<file path="config.mk">
export PLATFORM = sky130hd
export DESIGN_NAME = seg_window_decoder
export DESIGN_NICKNAME = d
export VERILOG_FILES = /design/src/rtl/seg_pkg.sv /design/src/rtl/seg_wr_check.sv /design/src/rtl/seg_decode.sv /design/src/rtl/seg_window_decoder.sv
export SDC_FILE = /design/constraint.sdc
export NUM_CORES = 1
export LEC_CHECK = 0
export ABC_AREA = 0
export CORE_ASPECT_RATIO = 0.7
export CORE_MARGIN = 1
export CORE_UTILIZATION = 36
export DETAILED_ROUTE_END_ITERATION = 12
export GPL_TIMING_DRIVEN = 0
export PLACE_DENSITY = 0.58
export SYNTH_ARGS = -nofsm -noshare
export SYNTH_HDL_FRONTEND = slang
export SYNTH_SLANG_ARGS = --single-unit
</file>
<file path="constraint.sdc">
create_clock -name clk -period 6.71 [get_ports clk]
set_input_delay 1.342 -clock clk [delete_from_list [all_inputs] [get_ports clk]]
set_output_delay 1.342 -clock clk [all_outputs]
set_load 0.01 [all_outputs]
</file>
<file path="src/rtl/seg_pkg.sv">
package seg_pkg;
   // Fixed register layout: end field [31:24], start field [23:16], [15:0] zero.
   localparam int unsigned REG_W     = 32;
   localparam int unsigned FLD_W     = 8;
   localparam int unsigned UNIT_LG   = 23;
   localparam int unsigned SEG_AW    = FLD_W + UNIT_LG;
   localparam int unsigned END_LSB   = 24;
   localparam int unsigned START_LSB = 16;

   typedef logic [FLD_W-1:0] fld_t;

   function automatic fld_t seg_end(input logic [REG_W-1:0] r);
      return r[END_LSB +: FLD_W];
   endfunction

   function automatic fld_t seg_start(input logic [REG_W-1:0] r);
      return r[START_LSB +: FLD_W];
   endfunction

   function automatic logic [REG_W-1:0] seg_pack(input fld_t e, input fld_t s);
      return {e, s, 16'h0000};
   endfunction

   // Remainder of n / d by restoring division; d must be non-zero.
   function automatic fld_t fld_mod(input fld_t n, input fld_t d);
      logic [FLD_W:0] r;
      r = '0;
      for (int i = FLD_W - 1; i >= 0; i--) begin
         r = {r[FLD_W-1:0], n[i]};
         if (r >= {1'b0, d}) r = r - {1'b0, d};
      end
      return r[FLD_W-1:0];
   endfunction
endpackage

</file>
<file path="src/rtl/seg_wr_check.sv">
module seg_wr_check
   import seg_pkg::*;
#(
   parameter int unsigned NUM_CS    = 5,
   parameter int unsigned IDX_W     = 4,
   parameter int unsigned BASE_F    = 'h40,
   parameter int unsigned WEND_F    = 'h60
) (
   input  logic                          wr_en,
   input  logic [IDX_W-1:0]              wr_idx,
   input  logic [REG_W-1:0]              wr_data,
   input  logic [NUM_CS-1:0][REG_W-1:0]  seg_all,
   output logic                          apply,
   output logic [REG_W-1:0]              new_val,
   output logic                          err
);
   localparam logic [FLD_W:0] BASE9 = (FLD_W+1)'(BASE_F);
   localparam logic [FLD_W:0] WEND9 = (FLD_W+1)'(WEND_F);
   localparam fld_t           BASE8 = FLD_W'(BASE_F);

   logic             in_range, same, clamp, reject, misalign, overlap, nonempty;
   logic [REG_W-1:0] cur;
   fld_t             s_raw, s_fix, e_new, size;

   always_comb begin
      in_range = ({{(32-IDX_W){1'b0}}, wr_idx} < NUM_CS);
      cur      = '0;
      for (int i = 0; i < NUM_CS; i++)
         if (in_range && wr_idx == IDX_W'(i)) cur = seg_all[i];

      same     = (wr_data[REG_W-1:START_LSB] == cur[REG_W-1:START_LSB]);
      e_new    = seg_end(wr_data);
      s_raw    = seg_start(wr_data);
      clamp    = (wr_idx == '0) && (s_raw != BASE8);
      s_fix    = clamp ? BASE8 : s_raw;

      reject   = ({1'b0, e_new} <= BASE9) || ({1'b0, s_fix} > WEND9);
      nonempty = (e_new > s_fix);
      size     = nonempty ? (e_new - s_fix) : '0;
      misalign = nonempty && (fld_mod(s_fix, size) != '0);

      overlap  = 1'b0;
      for (int j = 0; j < NUM_CS; j++) begin
         if (wr_idx != IDX_W'(j) &&
             e_new > seg_end(seg_all[j]) - (seg_end(seg_all[j]) - seg_start(seg_all[j])) &&
             e_new > seg_start(seg_all[j]) && s_fix < seg_end(seg_all[j]))
            overlap = 1'b1;
      end

      new_val = seg_pack(e_new, s_fix);
      apply   = wr_en && in_range && !same && !reject;
      err     = wr_en && in_range && !same && (clamp || reject || misalign || overlap);
   end
endmodule

</file>
<file path="src/rtl/seg_decode.sv">
module seg_decode
   import seg_pkg::*;
#(
   parameter int unsigned NUM_CS = 5,
   parameter int unsigned ADDR_W = 32
) (
   input  logic                          clk,
   input  logic                          rst_n,
   input  logic                          vld,
   input  logic [ADDR_W-1:0]             addr,
   input  logic [NUM_CS-1:0][REG_W-1:0]  seg_all,
   output logic [NUM_CS-1:0]             hit_q,
   output logic [ADDR_W-1:0]             off_q,
   output logic                          miss_q
);
   localparam int unsigned PAD_W = ADDR_W - SEG_AW;

   logic [ADDR_W-1:0] lo_a [NUM_CS];
   logic [ADDR_W-1:0] hi_a [NUM_CS];
   logic [NUM_CS-1:0] in_seg, sel;
   logic [ADDR_W-1:0] off_n;

   for (genvar g = 0; g < NUM_CS; g++) begin : g_cmp
      assign lo_a[g]   = {{PAD_W{1'b0}}, seg_start(seg_all[g]), {UNIT_LG{1'b0}}};
      assign hi_a[g]   = {{PAD_W{1'b0}}, seg_end(seg_all[g]),   {UNIT_LG{1'b0}}};
      assign in_seg[g] = (addr >= lo_a[g]) && (addr < hi_a[g]);
   end

   // Lowest set bit wins.
   assign sel = in_seg & (~in_seg + NUM_CS'(1));

   always_comb begin
      off_n = '0;
      for (int i = 0; i < NUM_CS; i++)
         if (sel[i]) off_n = addr - lo_a[i];
   end

   always_ff @(posedge clk or negedge rst_n) begin
      if (!rst_n) begin
         hit_q  <= '0;
         off_q  <= '0;
         miss_q <= 1'b0;
      end else begin
         hit_q  <= vld ? sel : '0;
         off_q  <= vld ? off_n : '0;
         miss_q <= vld && (sel == '0);
      end
   end
endmodule

</file>
<file path="src/rtl/seg_window_decoder.sv">
module seg_window_decoder
   import seg_pkg::*;
#(
   parameter int unsigned NUM_CS         = 5,
   parameter int unsigned ADDR_W         = 32,
   parameter int unsigned WIN_BASE_UNITS = 'h40,
   parameter int unsigned WIN_UNITS      = 'h20,
   parameter int unsigned DEF_CS0_UNITS  = 8,
   parameter int unsigned DEF_CSN_UNITS  = 4,
   localparam int unsigned IDX_W         = $clog2(NUM_CS) + 1
) (
   input  logic               clk,
   input  logic               rst_n,
   input  logic               wr_en_i,
   input  logic [IDX_W-1:0]   wr_idx_i,
   input  logic [31:0]        wr_data_i,
   input  logic [IDX_W-1:0]   rd_idx_i,
   output logic [31:0]        rd_data_o,
   input  logic               addr_vld_i,
   input  logic [ADDR_W-1:0]  addr_i,
   output logic [NUM_CS-1:0]  hit_o,
   output logic [ADDR_W-1:0]  offset_o,
   output logic               err_o
);
   localparam int unsigned WEND_F  = WIN_BASE_UNITS + WIN_UNITS;
   localparam int unsigned DEF_TOP = WIN_BASE_UNITS + DEF_CS0_UNITS + (NUM_CS - 1) * DEF_CSN_UNITS;

   // Elaboration-time parameter checks.
   if (NUM_CS < 1 || NUM_CS > 8) begin : g_bad_ncs
      $error("NUM_CS must be 1..8");
   end
   if (ADDR_W <= SEG_AW) begin : g_bad_aw
      $error("ADDR_W must exceed the segment address width");
   end
   if (WEND_F > 255 || WIN_BASE_UNITS == 0) begin : g_bad_win
      $error("window must lie inside the 8-bit unit range");
   end
   if (DEF_TOP > 255 || DEF_CS0_UNITS == 0 || DEF_CSN_UNITS == 0) begin : g_bad_def
      $error("default layout does not fit");
   end

   logic [NUM_CS-1:0][REG_W-1:0] seg_q;
   logic [NUM_CS-1:0][REG_W-1:0] seg_rst;
   logic                         wr_apply, wr_err, wr_err_q, miss_q;
   logic [REG_W-1:0]             wr_val;

   for (genvar g = 0; g < NUM_CS; g++) begin : g_def
      if (g == 0) begin : g_first
         assign seg_rst[g] = seg_pack(FLD_W'(WIN_BASE_UNITS + DEF_CS0_UNITS),
                                      FLD_W'(WIN_BASE_UNITS));
      end else begin : g_rest
         assign seg_rst[g] = seg_pack(
            FLD_W'(WIN_BASE_UNITS + DEF_CS0_UNITS + g * DEF_CSN_UNITS),
            FLD_W'(WIN_BASE_UNITS + DEF_CS0_UNITS + (g - 1) * DEF_CSN_UNITS));
      end
   end

   seg_wr_check #(
      .NUM_CS (NUM_CS),
      .IDX_W  (IDX_W),
      .BASE_F (WIN_BASE_UNITS),
      .WEND_F (WEND_F)
   ) u_chk (
      .wr_en   (wr_en_i),
      .wr_idx  (wr_idx_i),
      .wr_data (wr_data_i),
      .seg_all (seg_q),
      .apply   (wr_apply),
      .new_val (wr_val),
      .err     (wr_err)
   );

   for (genvar g = 0; g < NUM_CS; g++) begin : g_reg
      always_ff @(posedge clk or negedge rst_n) begin
         if (!rst_n)
            seg_q[g] <= seg_rst[g];
         else if (wr_apply && wr_idx_i == IDX_W'(g))
            seg_q[g] <= wr_val;
      end
   end

   always_ff @(posedge clk or negedge rst_n) begin
      if (!rst_n) wr_err_q <= 1'b0;
      else        wr_err_q <= wr_err;
   end

   always_comb begin
      rd_data_o = '0;
      for (int i = 0; i < NUM_CS; i++)
         if (rd_idx_i == IDX_W'(i)) rd_data_o = seg_q[i];
   end

   seg_decode #(
      .NUM_CS (NUM_CS),
      .ADDR_W (ADDR_W)
   ) u_dec (
      .clk     (clk),
      .rst_n   (rst_n),
      .vld     (addr_vld_i),
      .addr    (addr_i),
      .seg_all (seg_q),
      .hit_q   (hit_o),
      .off_q   (offset_o),
      .miss_q  (miss_q)
   );

   assign err_o = wr_err_q | miss_q;
endmodule

</file>
==> metrics.md <==
| Metric | Value |
|---|---|
| Status | `finished, violations left` |
| Failing checks | `negative setup slack` |
| Actual slew at the worst max-slew pin | `1435 ps` |
| CP peak stage delay | `480 ps` |
| Hold Buf Count CTS | `0` |
| Initial antenna violation count | `1` |
| # clock sinks | `119` |
| GRT Resource Usage Total | `0.2772` |
| Slew Limit Fails | `0` |
| Initial Util | `0.3687` |
| Worst-Skew Late Latency | `450 ps` |
| Routed vias/inst | `5.753` |
| Detail Route Antenna Nets | `0` |
| RePlAce Congestion | `0.9825` |
| CTS Buffer Depth | `2` |
| Die H | `177.0 um` |
| Worst-path clk slew | `60 ps` |
| Ports | `146` |
| DRC viols | `0` |
| Post-synth top area cell | `ha_1` |
| Core area | `42720 um^2` |
| Diodes inserted | `0` |
| Top-area cell type share of the netlist area | `0.2359` |
| Crit path arrival time | `19290 ps` |
| Die area | `44610 um^2` |
| Rel. slew slack | `0.02965` |
| Synth-to-layout area growth | `25.23%` |
| Yosys cell types | `80` |
| Clock skew | `13.40 ps` |
| Post-Synthesis Cells | `1867` |
| Utilization after layout | `0.4617` |
| Yosys warning total | `0` |
| Worst setup path class | `in -> reg` |
| DRT iter0 DRCs | `1755` |
| CP max stage cell | `fa_2` |
| NumNets Final | `2481` |
| Critical path fanouts, max | `10` |
| Rows | `63` |
| Synth async-reset ratio | `1.000` |
| Post-synth EDFFs | `0` |
| Final setup viols | `1` |
| Largest net degree at the start of global routing | `80` |
| DR WL/cell | `23.29 um` |
| Setup ws final | `-12260 ps` |
| Synth top area cells | `ha_1 24%, dfrtp_1 15%, o21ai_0 5.0%` |
| Global-route wire length before repair | `91380 um` |
| Period Utilization, post-route | `2.827` |
| Fillers | `4198` |
| CTS tree | `done` |
| RSZ-0062 raised after global routing | `yes` |
| Global route overflow | `0` |
| Crit. End Element | `flip-flop` |
| Die Wd | `252.0 um` |
| Cell area after synthesis | `15750 um^2` |
| Root buf cell | `clkbuf_16` |
| Min-Delay Path Class | `reg -> reg` |
| Post-DP HPWL | `48300 um` |
| Critical Path Start Type | `primary input` |
| Num CTS Buffers | `17` |
| Vias in the first global route | `14417` |
| Tmin final | `18970 ps` |
| Max-Cap Viols | `0` |
| Routed WL | `62690 um` |
| Post-synth top flop | `dfrtp_1` |
| Number of port buffers | `112` |
| Seq/Total Area, Yosys | `0.1909` |
| Syn Area/Cell | `8.437 um^2` |
| Share of layout cells above drive strength 1 | `0.1648` |
| Synth Register Bits | `119` |
| Worst path required time | `7040 ps` |
| Final hold vios | `0` |
| Via count | `15481` |
| Htree depth | `4` |
| Max Freq | `52.73 MHz` |
| Pre-antenna DRT Iters | `7` |
[cells in the final DEF, fill, tap and decap left out, types with 66 or more instances in the layout]
cell type          n
ha_1             280
nor2_1            79
a21oi_1          104
nand2_1          134
inv_1            141
dfrtp_1           95
buf_4             91
xnor2_1           66
clkdlybuf4s50_1   97
o21ai_0          147
[routing by layer]
metal	GRT usage	vias up	routed length [um]
met4	0.06162	0	1140
met5	0	-	0
met1	0.4195	7568	30380
li1	-	7212	-
met3	0.05191	68	5267
met2	0.4006	633	25890
[final timing paths]
kind	startpoint	end	slack, ps	cells past startpoint
setup / recovery	wr_data_i[25]	wr_err_q	-12260	97
hold / removal	seg_q[89]	seg_q[89]	480	2
max in group asynchronous	rst_n	seg_q[62]	5090	2
hold reg to reg	seg_q[89]	seg_q[89]	480	2
min in group asynchronous	rst_n	u_dec.off_q[17]	810	1
setup reg to reg	seg_q[122]	wr_err_q	1390	22
[critical path: cells and delay by family]
family          cells  cell delay, ps
simple gates       19            2930
compound gates     55            9830
mux                 3             990
buf+inv            11            1840
fa+ha+maj           9            2270
[stage by stage]
step / area, um^2 / worst slack [ps] / cells / setup TNS (ps) / hold slack (ps)
after floorplan: 16210 / -11570 / 1882 / -11570 / 449.8
after global placement: 18060 / -15570 / 2579 / -100250 / 465.5
after detailed placement: 18110 / -15610 / 2583 / -15610 / 470.8
after CTS: 19130 / -12260 / 2645 / -12260 / 484.3
after global routing: 19730 / -12750 / 2691 / -12750 / 517.0
final: 19730 / -12260 / 2691 / -12260 / 481.8
[state kept, by name (all words and copies together) (netlist names)]
register      flops
u_dec.miss_q      1
u_dec.off_q      32
wr_err_q          1
u_dec.hit_q       5
seg_q            80
[Yosys cell counts (5+ instances only)]
library cell and number:
a22oi_1 25, o21a_1 34, a22o_1 16, o221a_2 5
a21boi_0 16, nor3_1 19, clkbuf_1 39, nor2b_1 37
mux2_2 50, a31oi_1 10, buf_4 16, nand4_1 38
o21ai_0 158, xor2_1 59, dfrtp_1 95, dfstp_2 24
o31a_1 5, a21o_1 63, a21oi_1 117, mux2i_1 13
nor4_1 15, nand3_1 26, ha_1 297, nor2_1 88
inv_1 147, nand2_1 144, xnor2_1 66, a222oi_1 20
or2_2 14, and2_1 37, fa_1 15, or3_1 6
nand2b_1 43, o21bai_1 20, a211o_1 8
[cell type report]
cell class                 count  area, um^2  share of cell area
inverter                     149       569.3             0.02886
buffer                        61       370.4             0.01877
clock buffer                  18       429.2             0.02176
clock inverter                14       198.9             0.01009
tap                          585       732.0             0.03711
timing repair buffer         193        1742             0.08829
sequential                   119        3008              0.1525
multi-input combinational   1552       12680              0.6427
[what timing repair did]
item                       in CTS  in global routing
setup endpoints to repair       1                  1
resized for setup              61                 63
setup buffers                  30                 47
pin swaps                      27                 71
[kinds of logic (layout without fill, tap and decap cells)]
logic type,after synthesis,in the layout,share of synthesized area
AO/OA/AOI/OAI,550,550,0.2287
XOR/XNOR,125,125,0.06950
adder cells (fa/ha/maj),312,312,0.2550
buffers and inverters,211,435,0.05449
flip-flops,119,119,0.1909
multiplexers,66,66,0.04758
other,1,16,0.0002381
AND/OR/NAND/NOR,483,483,0.1536
Power is not shown: default switching activity piles up to over one toggle a cycle in this logic, so the estimate is an artifact.
